$ cat src/rtl/fp_rtz_pkg.sv
package fp_rtz_pkg;
  localparam int SP_EXP_W = 8;
  localparam int SP_MAN_W = 23;
  localparam int DP_EXP_W = 11;
  localparam int DP_MAN_W = 52;
  localparam int SP_W     = 1 + SP_EXP_W + SP_MAN_W;
  localparam int DP_W     = 1 + DP_EXP_W + DP_MAN_W;
  localparam int SP_BIAS  = (1 << (SP_EXP_W - 1)) - 1;
  localparam int DP_BIAS  = (1 << (DP_EXP_W - 1)) - 1;

  typedef enum logic [1:0] {
    FMT_SP = 2'b00,
    FMT_DP = 2'b01
  } fmt_e;
endpackage

$ cat src/rtl/fp_rtz_trunc.sv
module fp_rtz_trunc #(
  parameter int EXP_W = 8,
  parameter int MAN_W = 23,
  parameter int INT_W = 64
) (
  input  logic [EXP_W+MAN_W:0] op_i,
  output logic [EXP_W+MAN_W:0] res_o,
  output logic                 inexact_o,
  output logic                 invalid_o
);
  localparam int W     = 1 + EXP_W + MAN_W;
  localparam int BIAS  = (1 << (EXP_W - 1)) - 1;
  localparam logic [EXP_W-1:0] E_ONE = EXP_W'(BIAS);
  localparam logic [EXP_W-1:0] E_INT = EXP_W'(BIAS + MAN_W);
  localparam logic [EXP_W-1:0] E_BIG = EXP_W'(BIAS + INT_W - 1);
  localparam logic [W-1:0] NMIN = {1'b1, E_BIG, {MAN_W{1'b0}}};

  logic             sgn;
  logic [EXP_W-1:0] ex;
  logic [MAN_W-1:0] mn;
  logic [EXP_W-1:0] sh;
  logic [MAN_W-1:0] frac_mask;

  assign sgn = op_i[W-1];
  assign ex  = op_i[W-2:MAN_W];
  assign mn  = op_i[MAN_W-1:0];

  always_comb begin
    res_o     = op_i;
    inexact_o = 1'b0;
    invalid_o = 1'b0;
    sh        = '0;
    frac_mask = '0;
    if (ex == '1) begin
      // inf / NaN saturate
      invalid_o = 1'b1;
      res_o     = NMIN;
    end else if (ex == '0 && mn == '0) begin
      res_o = op_i;
    end else if (ex < E_ONE) begin
      // |x| < 1, subnormals included
      res_o     = {sgn, {(W-1){1'b0}}};
      inexact_o = 1'b1;
    end else if (ex >= E_BIG) begin
      // only exact -2^63 survives
      if (!(sgn && ex == E_BIG && mn == '0)) begin
        invalid_o = 1'b1;
        res_o     = NMIN;
      end
    end else if (ex < E_INT) begin
      sh        = E_INT - ex;
      frac_mask = ~({MAN_W{1'b1}} << sh);
      inexact_o = |(mn & frac_mask);
      res_o     = {sgn, ex, mn & ~frac_mask};
    end
  end

  always_comb begin
    if (op_i[W-2:0] == '0)
      assert_zero_keep_R4: assert (res_o == op_i && !inexact_o && !invalid_o);
    if (ex != '1 && ex >= E_INT && ex < E_BIG)
      assert_integral_pass_R9: assert (res_o == op_i && !inexact_o && !invalid_o);
    if (ex != '1 && ex < E_ONE && op_i[W-2:0] != '0)
      assert_small_zero_R8: assert (res_o[W-2:0] == '0 && res_o[W-1] == sgn && inexact_o);
  end
endmodule

$ cat src/rtl/fp_rtz_merge.sv
module fp_rtz_merge #(
  parameter int DST_W  = 128,
  parameter int ELEM_W = 32
) (
  input  logic [ELEM_W-1:0] elem_i,
  input  logic [DST_W-1:0]  dst_i,
  input  logic              merge_i,
  output logic [DST_W-1:0]  dst_o
);
  localparam int UP_W = DST_W - ELEM_W;

  generate
    if (UP_W > 0) begin : g_upper
      assign dst_o = {merge_i ? dst_i[DST_W-1:ELEM_W] : {UP_W{1'b0}}, elem_i};
    end else begin : g_full
      assign dst_o = elem_i[DST_W-1:0];
    end
  endgenerate
endmodule

$ cat src/rtl/fp_rtz_unit.sv
module fp_rtz_unit
  import fp_rtz_pkg::*;
#(
  parameter int DST_W = 128,
  parameter int INT_W = 64
) (
  input  logic             clk_i,
  input  logic             rst_ni,
  input  logic [1:0]       fmt_i,
  input  logic [DP_W-1:0]  src_i,
  input  logic [DST_W-1:0] dst_i,
  input  logic             merge_i,
  output logic [DST_W-1:0] res_o,
  output logic             inexact_o,
  output logic             invalid_o,
  output logic             undef_o
);
  localparam logic [SP_W-1:0] SP_NMIN = {1'b1, SP_EXP_W'(SP_BIAS + INT_W - 1), {SP_MAN_W{1'b0}}};
  localparam logic [DP_W-1:0] DP_NMIN = {1'b1, DP_EXP_W'(DP_BIAS + INT_W - 1), {DP_MAN_W{1'b0}}};

  logic [SP_W-1:0]  sp_res;
  logic [DP_W-1:0]  dp_res;
  logic             sp_inx, sp_inv, dp_inx, dp_inv;
  logic [DST_W-1:0] sp_dst, dp_dst;
  logic [DST_W-1:0] res_d;
  logic             inx_d, inv_d, und_d;
  logic             dp_q, merge_q;

  fp_rtz_trunc #(.EXP_W(SP_EXP_W), .MAN_W(SP_MAN_W), .INT_W(INT_W)) u_sp_trunc (
    .op_i(src_i[SP_W-1:0]), .res_o(sp_res), .inexact_o(sp_inx), .invalid_o(sp_inv)
  );

  fp_rtz_trunc #(.EXP_W(DP_EXP_W), .MAN_W(DP_MAN_W), .INT_W(INT_W)) u_dp_trunc (
    .op_i(src_i), .res_o(dp_res), .inexact_o(dp_inx), .invalid_o(dp_inv)
  );

  fp_rtz_merge #(.DST_W(DST_W), .ELEM_W(SP_W)) u_sp_merge (
    .elem_i(sp_res), .dst_i(dst_i), .merge_i(merge_i), .dst_o(sp_dst)
  );

  fp_rtz_merge #(.DST_W(DST_W), .ELEM_W(DP_W)) u_dp_merge (
    .elem_i(dp_res), .dst_i(dst_i), .merge_i(merge_i), .dst_o(dp_dst)
  );

  always_comb begin
    unique case (fmt_i)
      FMT_SP: begin
        res_d = sp_dst; inx_d = sp_inx; inv_d = sp_inv; und_d = 1'b0;
      end
      FMT_DP: begin
        res_d = dp_dst; inx_d = dp_inx; inv_d = dp_inv; und_d = 1'b0;
      end
      default: begin
        // undefined code: destination untouched
        res_d = dst_i; inx_d = 1'b0; inv_d = 1'b0; und_d = 1'b1;
      end
    endcase
  end

  always_ff @(posedge clk_i or negedge rst_ni) begin
    if (!rst_ni) begin
      res_o     <= '0;
      inexact_o <= 1'b0;
      invalid_o <= 1'b0;
      undef_o   <= 1'b0;
      dp_q      <= 1'b0;
      merge_q   <= 1'b0;
    end else begin
      res_o     <= res_d;
      inexact_o <= inx_d;
      invalid_o <= inv_d;
      undef_o   <= und_d;
      dp_q      <= (fmt_i == FMT_DP);
      merge_q   <= merge_i;
    end
  end

  assert_flag_excl_R6: assert property (@(posedge clk_i) disable iff (!rst_ni)
    invalid_o |-> !inexact_o);

  assert_sat_value_R6: assert property (@(posedge clk_i) disable iff (!rst_ni)
    invalid_o |-> (dp_q ? res_o[DP_W-1:0] == DP_NMIN : res_o[SP_W-1:0] == SP_NMIN));

  assert_undef_quiet_R3: assert property (@(posedge clk_i) disable iff (!rst_ni)
    undef_o |-> (!invalid_o && !inexact_o));

  assert_clear_upper_R10: assert property (@(posedge clk_i) disable iff (!rst_ni)
    (!merge_q && !undef_o) |-> (res_o[DST_W-1:DP_W] == '0 &&
                                (dp_q || res_o[DP_W-1:SP_W] == '0)));
endmodule

$ cat config.mk
export PLATFORM = sky130hd
export DESIGN_NAME = fp_rtz_unit
export DESIGN_NICKNAME = d
export VERILOG_FILES = /design/src/rtl/fp_rtz_pkg.sv /design/src/rtl/fp_rtz_trunc.sv /design/src/rtl/fp_rtz_merge.sv /design/src/rtl/fp_rtz_unit.sv
export SDC_FILE = /design/constraint.sdc
export NUM_CORES = 1
export LEC_CHECK = 0
export BUFFER_PORTS_ARGS = -buffer_cell sky130_fd_sc_hd__buf_2
export CELL_PAD_IN_SITES_DETAIL_PLACEMENT = 0
export CELL_PAD_IN_SITES_GLOBAL_PLACEMENT = 2
export CORE_ASPECT_RATIO = 1.75
export CORE_MARGIN = 4
export CORE_UTILIZATION = 27
export CTS_BUF_LIST = sky130_fd_sc_hd__clkbuf_16
export DETAILED_ROUTE_END_ITERATION = 6
export GPL_TIMING_DRIVEN = 0
export PLACE_DENSITY_LB_ADDON = 0.12
export SKIP_LAST_GASP = 1
export SLEW_MARGIN = 10
export SYNTH_ARGS = -nofsm -noshare
export SYNTH_HDL_FRONTEND = slang
export SYNTH_SLANG_ARGS = --single-unit
$ cat constraint.sdc
create_clock -name clk_i -period 0.8 [get_ports clk_i]
set_input_delay 0.16 -clock clk_i [delete_from_list [all_inputs] [get_ports clk_i]]
set_output_delay 0.16 -clock clk_i [all_outputs]
set_load 0.005 [all_outputs]
==> reports/qor.csv, run 1 <==
metric;value;unit
final hold violation count;53;
smallest hold slack;-0.333;ns
main combinational cell family by area after synthesis;compound AO/OA/AOI/OAI gates;
gpl congestion;0.935;
total CTS buffers;17;
synthesized cell area;7490;µm²
final WL;40900;µm
Commonest cells post-synth;131 x dfrtp_1, 85 x nand2_1, 85 x o21ai_0;
I/O pins;328;
sw power;6460;µW
Avg Vias per Cell;5.16;
initial antenna violation count;0;
number of global-route vias before repair;9795;
number of synthesized register bits;131;
nets;1574;
Synth Net Count;1065;
row count;80;
total of max-cap violations;0;
Post-synth EDFFs;0;
Non-Filler Instances;1753;
Max stage delay on crit path;0.32;ns
mux share of post-synthesis cell area;0.00134;
Yosys top cell by area;dfrtp_1;
share of layout cells above drive strength 1;0.402;
CTS tree;done;
Synth area leaders;dfrtp_1 44%, nor2b_1 6.3%, o21ai_0 5.7%, a21oi_1 4.6%, nand2_1 4.3%;
WP buf/inv;4;
clock sink count;131;
max-slew violation count;0;
fill count;2771;
failing checks;hold timing, setup timing;
cell chain of the critical path;buf_2 -> clkbuf_8 -> inv_1 -> ha_1 -> clkbuf_2 -> nor2b_1 -> nand3b_1 -> nand3_1 -> o211ai_1 -> a311oi_2 -> o2111ai_2 -> nor4_4 -> a211o_1 -> o211ai_1;
DR iter-0 viols;388;
Layout area overhead;74.5;%
Post-DRT Antenna Nets;0;
Synthesis Warnings;0;
ant diodes;0;
TritonRoute pass-1 iters;4;
slew margin rel.;0.438;
CTS H-tree lvls;4;
register area share after synthesis;0.438;
Req. time, crit path;1.10;ns
Hold Path Class;input port to asynchronous set/reset pin;
crit path time final;2.84;ns
count leader, synth;dfrtp_1;
CP Depth;14;
cell family with most CP delay;compound AO/OA/AOI/OAI gates;
arrival time at the worst endpoint;3.14;ns
Clock Pin Slew Worst Setup and Hold Paths;0.07;ns
Comb pwr share;0.259;
RSZ-0062 raised after global routing;yes;
GRT overflow;0;
Max VDD drop;1.53;mV
DRC viols;0;
Leak Pwr;0.00595;µW
Synth Area in XOR/XNOR;0.0152;
number of I/O port buffers;322;
asr flop ratio synth;1.00;
area of the die;30600;µm²
first-pass GRT wire length;60700;µm
root buf cell;clkbuf_16;
DR WL/cell;23.4;µm
top cell type's share of synthesized area;0.438;
final period utilization;3.55;
pwr dens;1550;nW/µm²
Int Pwr;13700;µW
GRT Total Usage;0.265;
Placed Cells;1556;
hold buffer count at cts;135;
cell mode on critical path;o211ai_1;
Startpoint Class;input port;
DR vias;9050;
Initial Util;0.274;
CP Capture Type;flop;
Achievable Freq;352;MHz
Clk network pwr share;0.385;
Final setup viols;196;
CP Class;input port to flop;
top_reg_cell synth;dfrtp_1;
Cell variety after synth;73;
core area;27300;µm²
simple logic cell fraction of the synthesized area;0.223;
crit-path max FO;10;
DIE WIDTH;134;µm
largest net degree at the start of global routing;83;
run status;finished, violations left;
Net Sw Frac;0.320;
slowest stage cell on the critical path;a311oi_2;
die height;228;µm
Avg Inst Size Synth;8.68;µm²
Worst Slack Setup Final;-2.04;ns
pre-CTS WS;-3.76;ns
sequential share of power;0.355;
DPL Wire Length;31500;µm
adder-cell share of the synthesized area;0.0100;
Worst-Margin Slew;0.840;ns
post-synthesis compound-gate area fraction;0.266;
Synth Instances;862;
Max clock buf depth;2;
[layout by cell type (no fill, tap or decap), types with 19 or more instances in the layout]
cell type | Yosys | final
o21ai_2 | 0 | 25
buf_2 | 3 | 319
o21ai_0 | 85 | 40
a22o_1 | 31 | 31
clkbuf_1 | 56 | 21
clkbuf_16 | 0 | 21
dlygate4sd3_1 | 0 | 135
nand3_1 | 21 | 19
buf_4 | 2 | 20
nor2b_1 | 75 | 74
nor2_1 | 66 | 60
nand2_1 | 85 | 76
dfrtp_1 | 131 | 131
a21oi_1 | 69 | 65
[path summary, 6_finish.rpt]
kind | endpoint | startpoint | slack [ns]
max in group asynchronous | res_o[78] | rst_ni | 0.35
min in group clk_i | res_o[31] | dst_i[31] | -0.03
worst min-delay path | res_o[62] | rst_ni | -0.33
worst max-delay path | inexact_o | src_i[23] | -2.04
[sequential cells by signal, summed over array words and instances (netlist names)]
name	count
invalid_o	1
inexact_o	1
undef_o	1
res_o	128
[cells by family (layout without fill, tap and decap cells)]
group	after synthesis	count (layout)
buf+inv	84	606
simple gates	327	327
compound gates	300	300
fa+ha+maj	6	6
xor+xnor	13	13
mux	1	1
flops	131	131
[power by group through the flow]
stage | Sequential [µW] | Clock (µW) | Combinational (µW)
final | 7180 | 7780 | 5230
after global routing | 7220 | 8270 | 5620
after CTS | 7180 | 7980 | 5120
after detailed placement | 7300 | 0 | 4150
after global placement | 7290 | 0 | 4130
after floorplan | 7380 | 0 | 1930
[final cells by class]
| cell class | count | area [µm²] | area share |
|---|---|---|---|
| Tap cell | 369 | 462 | 0.0353 |
| Buffer | 63 | 549 | 0.0420 |
| Timing Repair Buffer | 495 | 3450 | 0.264 |
| Multi-Input combinational cell | 647 | 4690 | 0.359 |
| Sequential cell | 131 | 3280 | 0.251 |
| Inverter | 16 | 67.6 | 0.00517 |
| Clock buffer | 17 | 425 | 0.0326 |
| Clock inverter | 15 | 149 | 0.0114 |
[routing by layer]
| metal | GRT usage | part of all wire |
|---|---|---|
| met5 | 0 | 0 |
| met4 | 0.144 | 0.053 |
| met3 | 0.0516 | 0.054 |
| met2 | 0.510 | 0.55 |
| met1 | 0.259 | 0.34 |
[through the flow]
| step | utilization | setup TNS [ns] | total power (µW) | area (µm²) |
|---|---|---|---|---|
| finish | 0.478 | -151.03 | 20200 | 13100 |
| global route | 0.478 | -159.13 | 21100 | 13100 |
| CTS | 0.470 | -151.81 | 20300 | 12800 |
| floorplan | - | -116.78 | 9310 | 7940 |
| global placement | 0.366 | -487.83 | 11400 | 10000 |
| detailed placement | 0.368 | -194.88 | 11500 | 10100 |
[what timing repair did]
item / 4_1_cts / 5_1_grt
endpoints found under the hold margin: 177 / 53
pin swaps: 46 / 16
cloned: 3 / 1
setup buffers: 22 / 11
gates resized for setup: 135 / 48
setup endpoints to repair: 196 / 196
No activity file was read; power rests on OpenSTA's default activity.
==> run 2: changes to the inputs <==
Settings changed: CTS_BUF_LIST sky130_fd_sc_hd__clkbuf_16 to unset, TNS_END_PERCENT set to 1.
==> reports/qor.csv, run 2 (synthesis gave the netlist of run 1 again) <==
metric;value;unit
run status;finished, violations left;
failing checks;hold timing, setup timing;
Largest register FFs;128;
final hold violation count;82;
commonest non-fill, non-tap cell in the layout;buf_2;
sw power;6260;µW
GRT Total Usage;0.266;
Clock Pin Slew Worst Setup and Hold Paths;0.07;ns
max-slew violation count;0;
crit-path max FO;5;
CTS H-tree lvls;4;
TritonRoute pass-1 iters;5;
Layout area overhead;64.2;%
Hold Path Class;input port to asynchronous set/reset pin;
first-pass GRT wire length;60900;µm
GRT overflow;0;
clock sink count;131;
Worst-Margin Slew;0.954;ns
hold buffer count at cts;118;
Max stage delay on crit path;0.46;ns
Net Sw Frac;0.307;
most frequent cells in the layout;321 x buf_2, 131 x dfrtp_1, 118 x dlygate4sd3_1, 83 x nand2_1, 76 x o21ai_0;
DR WL/cell;24.0;µm
DPL Wire Length;32500;µm
pre-CTS WS;-3.49;ns
final WL;41500;µm
DR iter-0 viols;486;
crit path time final;2.88;ns
pwr dens;1660;nW/µm²
row count;80;
Initial Util;0.274;
DIE WIDTH;134;µm
initial antenna violation count;3;
DR vias;8940;
CP Class;input port to flop;
Core Util, Final;0.450;
dpl cell area;9710;µm²
fin area;12300;µm²
arrival time at the worst endpoint;3.17;ns
WP buf/inv;7;
Worst Slack Setup Final;-2.08;ns
share of layout cells above drive strength 1;0.358;
sequential share of power;0.352;
total of max-cap violations;0;
number of I/O port buffers;322;
smallest hold slack;-0.204;ns
Int Pwr;14100;µW
Achievable Freq;347;MHz
largest net degree at the start of global routing;82;
Avg Vias per Cell;5.16;
Post-DRT Antenna Nets;0;
area of the die;30600;µm²
RSZ-0062 raised after global routing;yes;
cell chain of the critical path;buf_8 -> clkbuf_16 -> buf_12 -> inv_8 -> ha_4 -> nand3b_1 -> mux2i_2 -> o41a_1 -> buf_4 -> nor3_4 -> buf_6 -> buf_6 -> nand2_1 -> a22oi_2 -> nand4_1 -> nor4_4 -> o211ai_1;
Startpoint Class;input port;
Non-Filler Instances;1732;
slew margin rel.;0.360;
slowest stage cell on the critical path;o41a_1;
gpl congestion;0.906;
Leak Pwr;0.00572;µW
Clk network pwr share;0.409;
Max clock buf depth;2;
Placed Cells;1554;
Max VDD drop;1.34;mV
most flop-heavy register;res_o;
I/O pins;328;
number of global-route vias before repair;9763;
core area;27300;µm²
DRC viols;0;
nets;1551;
Critical Path End;inexact_o;
die height;228;µm
CP Capture Type;flop;
CP Depth;17;
final period utilization;3.60;
CTS tree;done;
total CTS buffers;17;
root buf cell;clkbuf_16;
Comb pwr share;0.239;
cell mode on critical path;buf_6;
Req. time, crit path;1.09;ns
Final setup viols;261;
cell family with most CP delay;simple AND/OR/NAND/NOR gates;
critical path launch point;src_i[54];
run 2: what timing repair did:
| action | CTS | global route |
|---|---|---|
| hold endpoints to repair | 198 | 83 |
| gates cloned | 1 | 1 |
| buffers inserted | 19 | 7 |
| resized for setup | 67 | 67 |
| pin swaps | 22 | 14 |
| endpoints found under the setup margin | 261 | 261 |
run 2: per-layer routing:
| metal | up-vias | global-route usage | share of wire |
|---|---|---|---|
| met5 | - | 0 | 0.00048 |
| met4 | 2 | 0.147 | 0.067 |
| met3 | 112 | 0.0505 | 0.055 |
| met2 | 425 | 0.515 | 0.54 |
| met1 | 4286 | 0.258 | 0.33 |
| li1 | 4115 | - | - |
run 2: metrics by stage:
| step | setup TNS [ns] | hold slack, ns | total power [µW] |
|---|---|---|---|
| final | -189.13 | -0.204 | 20400 |
| after global routing | -210.81 | -0.161 | 21300 |
| after CTS | -195.39 | -0.210 | 20500 |
| after detailed placement | -241.59 | 0.267 | 11300 |
| after global placement | -533.95 | 0.362 | 11300 |
| after floorplan | -143.02 | -0.136 | 9130 |
run 2: worst min path at each step:
stage / from / endpoint / slack [ns] / depth (start not counted)
after floorplan: rst_ni / inexact_o / -0.14 / 0
after global placement: dst_i[60] / res_o[60] / 0.36 / 3
after detailed placement: rst_ni / res_o[87] / 0.27 / 1
after CTS: rst_ni / res_o[14] / -0.21 / 1
after global routing: rst_ni / res_o[87] / -0.16 / 1
final: rst_ni / res_o[87] / -0.20 / 1
run 2: area by class of cell:
cell class | instances | area (µm²)
inverters | 16 | 67.6
multi-input cells | 647 | 4330
flip-flops and latches | 131 | 3280
diodes | 2 | 5.00
clock inverters | 15 | 195
well taps | 369 | 462
clock buffers | 17 | 425
fillers | 2832 | 15000
plain buffers | 66 | 419
repair buffers | 469 | 3110
run 2: power by group through the flow:
stage,combinational (µW),sequential (µW),clock (µW)
final,4880,7180,8340
after global routing,5260,7220,8860
after CTS,4720,7180,8580
after detailed placement,4010,7300,0
after global placement,4000,7300,0
after floorplan,1750,7380,0
